File: src/rtl/irq_redirect.sv
module irq_redirect #(
  parameter int NPINS = 24,
  parameter logic [7:0] VERSION = 8'h11,
  localparam int PW = $clog2(NPINS)
) (
  input  logic             clk,
  input  logic             rst_n,
  input  logic             bus_en,
  input  logic             bus_wr,
  input  logic [4:0]       bus_addr,
  input  logic [31:0]      bus_wdata,
  output logic [31:0]      bus_rdata,
  output logic             bus_err,
  input  logic [NPINS-1:0] irq_pin,
  output logic             msg_valid,
  output logic [PW-1:0]    msg_src,
  output logic [7:0]       msg_dest,
  output logic [7:0]       msg_vector,
  output logic [2:0]       msg_dmode,
  output logic             msg_destmode,
  output logic             msg_polarity,
  output logic             msg_trigger
);
  localparam int TBL_END = 16 + 2 * NPINS;
  localparam logic [31:0] LO_KEEP = 32'h0001_AFFF;
  localparam logic [31:0] HI_KEEP = 32'hFF00_0000;
  localparam logic [63:0] ENT_RST = 64'h0000_0000_0001_0000;

  logic [7:0]       sel_q, id_q, arb_q;
  logic [63:0]      tab_q [NPINS];
  logic [NPINS-1:0] pin_q, pend_q, mask_v, cand, grant;
  logic [PW-1:0]    gidx;
  logic [63:0]      msg_ent_q;
  logic [31:0]      win_rd;

  wire       at_sel = bus_addr == 5'd0;
  wire       at_win = bus_addr == 5'd16;
  wire       in_tbl = ({24'd0, sel_q} >= 32'd16) && ({24'd0, sel_q} < TBL_END);
  wire [7:0] toff   = sel_q - 8'd16;
  wire [PW-1:0] tidx = toff[PW:1];
  wire       wr_win = bus_en && bus_wr && at_win;

  assign bus_err = bus_en && !at_sel && !at_win;

  always_comb begin
    case (sel_q)
      8'h00:   win_rd = {id_q, 24'd0};
      8'h01:   win_rd = {8'd0, 8'(NPINS - 1), 8'd0, VERSION};
      8'h02:   win_rd = {arb_q, 24'd0};
      default: win_rd = !in_tbl ? 32'd0 :
                        sel_q[0] ? tab_q[tidx][63:32] : tab_q[tidx][31:0];
    endcase
  end

  assign bus_rdata = (bus_en && !bus_wr) ?
                     (at_sel ? {24'd0, sel_q} : at_win ? win_rd : 32'd0) : 32'd0;

  for (genvar i = 0; i < NPINS; i++) begin : g_mask
    assign mask_v[i] = tab_q[i][16];
  end

  assign cand  = pend_q | (irq_pin & ~pin_q & ~mask_v);
  assign grant = cand & (~cand + 1'b1);

  always_comb begin
    gidx = '0;
    for (int i = NPINS - 1; i >= 0; i--)
      if (cand[i]) gidx = PW'(i);
  end

  always_ff @(posedge clk) begin
    if (!rst_n) begin
      sel_q     <= '0;
      id_q      <= '0;
      arb_q     <= '0;
      pin_q     <= '0;
      pend_q    <= '0;
      msg_valid <= 1'b0;
      msg_src   <= '0;
      msg_ent_q <= '0;
      for (int i = 0; i < NPINS; i++) tab_q[i] <= ENT_RST;
    end else begin
      pin_q     <= irq_pin;
      pend_q    <= cand & ~grant;
      msg_valid <= |cand;
      msg_src   <= gidx;
      msg_ent_q <= tab_q[gidx];
      if (bus_en && bus_wr && at_sel) sel_q <= bus_wdata[7:0];
      if (wr_win) begin
        if (sel_q == 8'h00) id_q  <= bus_wdata[31:24];
        if (sel_q == 8'h02) arb_q <= bus_wdata[31:24];
        if (in_tbl) begin
          if (sel_q[0]) tab_q[tidx][63:32] <= bus_wdata & HI_KEEP;
          else          tab_q[tidx][31:0]  <= bus_wdata & LO_KEEP;
        end
      end
    end
  end

  assign msg_vector   = msg_ent_q[7:0];
  assign msg_dmode    = msg_ent_q[10:8];
  assign msg_destmode = msg_ent_q[11];
  assign msg_polarity = msg_ent_q[13];
  assign msg_trigger  = msg_ent_q[15];
  assign msg_dest     = msg_ent_q[63:56];
endmodule

File: config.mk
export PLATFORM = sky130hd
export DESIGN_NAME = irq_redirect
export DESIGN_NICKNAME = d
export VERILOG_FILES = /design/src/rtl/irq_redirect.sv
export SDC_FILE = /design/constraint.sdc
export NUM_CORES = 2
export LEC_CHECK = 0
export ABC_CLOCK_PERIOD_IN_PS = 10900
export BUFFER_PORTS_ARGS = -buffer_cell sky130_fd_sc_hd__clkbuf_2
export CELL_PAD_IN_SITES_DETAIL_PLACEMENT = 0
export CELL_PAD_IN_SITES_GLOBAL_PLACEMENT = 2
export CORE_UTILIZATION = 49
export DETAILED_ROUTE_END_ITERATION = 10
export MAX_ROUTING_LAYER = met4
export PLACE_DENSITY_LB_ADDON = 0.05
export SLEW_MARGIN = 20
export SYNTH_ARGS = -nofsm -noshare
export SYNTH_HDL_FRONTEND = slang
export SYNTH_SLANG_ARGS = --single-unit
export TNS_END_PERCENT = 10
File: constraint.sdc
create_clock -name clk -period 10.9 [get_ports clk]
set_clock_uncertainty 0.2 [all_clocks]
set_input_delay 0.545 -clock clk [delete_from_list [all_inputs] [get_ports clk]]
set_output_delay 0.545 -clock clk [all_outputs]
set_load 0.1 [all_outputs]
==> insert_results.sql <==
INSERT INTO impl_metrics (metric_group, metric, value, unit) VALUES
('outcome', 'run_status', 'finished clean', ''),
('critical_path', 'arrival_time_at_the_worst_endpoint', '5210', 'ps'),
('global_route', 'grt_first_pass_wirelength', '206000', 'um'),
('sta', 'finalHoldWorstSlack', '88.2', 'ps'),
('sta', 'final_hold_viol_count', '0', ''),
('floorplanning', 'floorplan.die_area', '86700', 'um^2'),
('logic_synthesis', 'synth_area_per_cell', '13.3', 'um^2'),
('placement', 'io_buffers', '110', ''),
('layout', 'area.growth.synth_to_final', '12.0', '%'),
('logic_synthesis', 'yosysUniqueCellTypes', '74', ''),
('sta', 'final_min_period_over_clock_period', '0.546', ''),
('logic_synthesis', 'synth.yosys.seq_area_share', '0.575', ''),
('hold_path', 'worst_hold_path_type', 'input port to flop', ''),
('placement', 'placed_cells_incl_taps', '4201', ''),
('routing', 'detail-route-antenna-nets', '0', ''),
('clock_network', 'clk_path_buf_depth', '3', ''),
('routing', 'num_vias', '29300', ''),
('routing', 'drc', '0', ''),
('global_route', 'grt_pass1_vias', '28900', ''),
('critical_path', 'worst-endpoint-required', '10160', 'ps'),
('sta', 'final.setup.tns', '0', 'ps'),
('floorplanning', 'total_i_o_pin_count', '126', ''),
('critical_path', 'cell_chain_critical_path', 'buf_4, buf_4, mux4_2, mux4_2, mux2i_1, o311ai_0, o21ai_0, nor2_1, clkbuf_2', ''),
('layout', 'area.sequential', '24100', 'um^2'),
('critical_path', 'timing.critical_path.slowest_cell_delay', '800', 'ps'),
('routing', 'drt-wirelength-per-cell', '32.8', 'um'),
('routing', 'avgViaCountPerCell', '6.65', ''),
('layout', 'layout.core_utilization', '0.557', ''),
('routing', 'drc_marker_count_from_the_first_detailed_route_iteration', '3722', ''),
('placement', 'place_congestion', '0.904', ''),
('logic_synthesis', 'post_synth_edffs', '736', ''),
('layout', 'final_cells', '4403', ''),
('logic_synthesis', 'synthDominantAreaCellType', 'edfxtp_1', ''),
('critical_path', 'critPathCaptureType', 'output port', ''),
('power', 'leakage', '0.0160', 'uW'),
('logic_synthesis', 'synth_area', '41900', 'um^2'),
('global_route', 'grt_start_max_net_pins', '93', ''),
('floorplanning', 'die_h', '294', 'um'),
('job', 'cap_viol_max_count', '0', ''),
('routing', 'drt-total-wl', '145000', 'um'),
('global_route', 'grt.total_usage', '0.345', ''),
('clock_network', 'ctsHtreeMaxLevel', '3', ''),
('sta', 'finalWorstSetupSlack', '4940', 'ps'),
('sta', 'grt_setup_unrepaired', 'false', ''),
('layout', 'number_of_fill_cells', '6871', ''),
('floorplanning', 'core', '84200', 'um^2'),
('sta', 'fin_crit', '5960', 'ps'),
('logic_synthesis', 'async_flop_share', '0', ''),
('sta', 'relative_slew_slack', '0.204', ''),
('clock_network', 'clk_root_buffer_cell', 'clkbuf_16', ''),
('logic_synthesis', 'largest_cells_by_area_after_synthesis', 'edfxtp_1 (53%), mux4_2 (12%), and2_1 (8.3%), dfxtp_1 (4.7%), o211ai_1 (2.8%)', ''),
('clock_network', 'clock_sinks', '835', ''),
('routing', 'drt_pass1_iterations', '7', ''),
('clock_network', 'path_clk_slew', '60', 'ps'),
('sta', 'setup-violations-final', '0', ''),
('placement', 'hpwl', '89800', 'um'),
('floorplanning', 'initial_utilization', '0.498', ''),
('placement', 'detailedPlace.worstSlack', '5640', 'ps'),
('logic_synthesis', 'share_of_the_synthesized_area_in_the_top_cell_type', '0.527', ''),
('sta', 'worst-slew-pin-transition', '1190', 'ps'),
('sta', 'finalMaxSlewViolations', '0', ''),
('logic_synthesis', 'synth_top_flop_cell', 'edfxtp_1', ''),
('global_route', 'grt.overflow.total', '0', ''),
('layout', 'layout.nets', '3256', ''),
('layout', 'most-common-layout-cells', 'edfxtp_1 (736), and2_1 (558), mux4_2 (230), o211ai_1 (155), nand2_1 (137)', ''),
('clock_network', 'worst_skew_pair.late_latency', '660', 'ps'),
('layout', 'mostFrequentLayoutCell', 'edfxtp_1', ''),
('clock_network', 'cts_made_buffers', '92', ''),
('clock_network', 'tritoncts', 'done', ''),
('power', 'max-vdd-ir-drop', '117', 'uV'),
('floorplanning', 'die_width', '294', 'um');
==> sequential cells by signal (all words and copies together) (netlist names) <==
name and count:
arb_q 8, id_q 8, msg_ent_q 22, msg_src 5
msg_valid 1, pend_q 23, pin_q 24, sel_q 8
tab_q 736
==> where the power goes <==
group,internal [uW],switching (uW)
Clock,1820,1330
Sequential,3550,46.7
Combinational,135,380
Total,5510,1750
==> cell usage after synthesis (all sizes together), types with 19 or more instances <==
| master | number |
|---|---|
| inv | 77 |
| o2111ai | 26 |
| a221oi | 45 |
| buf | 105 |
| a2111oi | 28 |
| and2 | 561 |
| and3 | 27 |
| nor2 | 112 |
| mux2i | 53 |
| or3 | 26 |
| a222oi | 30 |
| a31oi | 32 |
| clkbuf | 204 |
| dfxtp | 99 |
| mux4 | 230 |
| o311ai | 23 |
| o211ai | 156 |
| nor3b | 19 |
| edfxtp | 736 |
| nand2 | 140 |
| o21ai | 61 |
| nand4 | 28 |
| nor2b | 73 |
| a22o | 22 |
| nand3 | 52 |
| a21oi | 77 |
==> critical path, delay by kind of cell, from the launching register on <==
| kind | cells | cell delay, ps |
|---|---|---|
| buf+inv | 3 | 1900 |
| compound gates | 2 | 270 |
| flops | 1 | 790 |
| simple gates | 1 | 70 |
| mux | 3 | 1400 |
==> repair_timing <==
action,CTS,global route
hold endpoints to repair,24,0
setup buffers,0,0
gates resized for setup,0,0
hold buffers,24,0
==> cell families after synthesis <==
logic type      Yosys count  synth area share
fa+ha+maj                 6           0.00179
other cells               1         0.0000895
simple gates           1095             0.150
mux                     290             0.138
buf+inv                 386            0.0390
compound gates          537            0.0969
flops                   835             0.575
==> worst paths after layout <==
kind | from | cells after the start | endpoint
max | sel_q[1]$_SDFFE_PN0P_ | 9 | bus_rdata[0]
min | rst_n | 3 | pend_q[5]$_SDFF_PN0_
min reg2reg | pend_q[1]$_SDFF_PN0_ | 2 | pend_q[1]$_SDFF_PN0_
max reg2reg | tab_q[3][14]$_SDFFCE_PN1P_ | 11 | msg_ent_q[62]$_SDFF_PN0_
==> stage by stage <==
| stage | power (uW) | cell area, um^2 |
|---|---|---|
| 2_1_floorplan | 3960 | 41900 |
| 4_1_cts | 7290 | 46900 |
| 5_1_grt | 7430 | 46900 |
| 3_3_place_gp | 4150 | 43600 |
| 3_5_place_dp | 4160 | 43600 |
| 6_report | 7260 | 46900 |
==> metal layers <==
metal	part of all wire	up-vias	wire, um	global-route usage
li1	-	12200	-	-
met1	0.41	15000	59800	0.482
met2	0.44	1769	64200	0.496
met3	0.11	292	15600	0.0728
met4	0.034	0	4890	0.127
met5	0	-	0	-
==> area by class of cell <==
cell class / count / area share
antenna: 6 / 0.000320
inverter: 77 / 0.00616
multi-input combinational: 1934 / 0.351
clock inverter: 44 / 0.0106
clock buffer: 128 / 0.0538
sequential: 835 / 0.513
tap: 1134 / 0.0302
timing repair buffer: 245 / 0.0347
No activity file was read; power rests on OpenSTA's default activity.
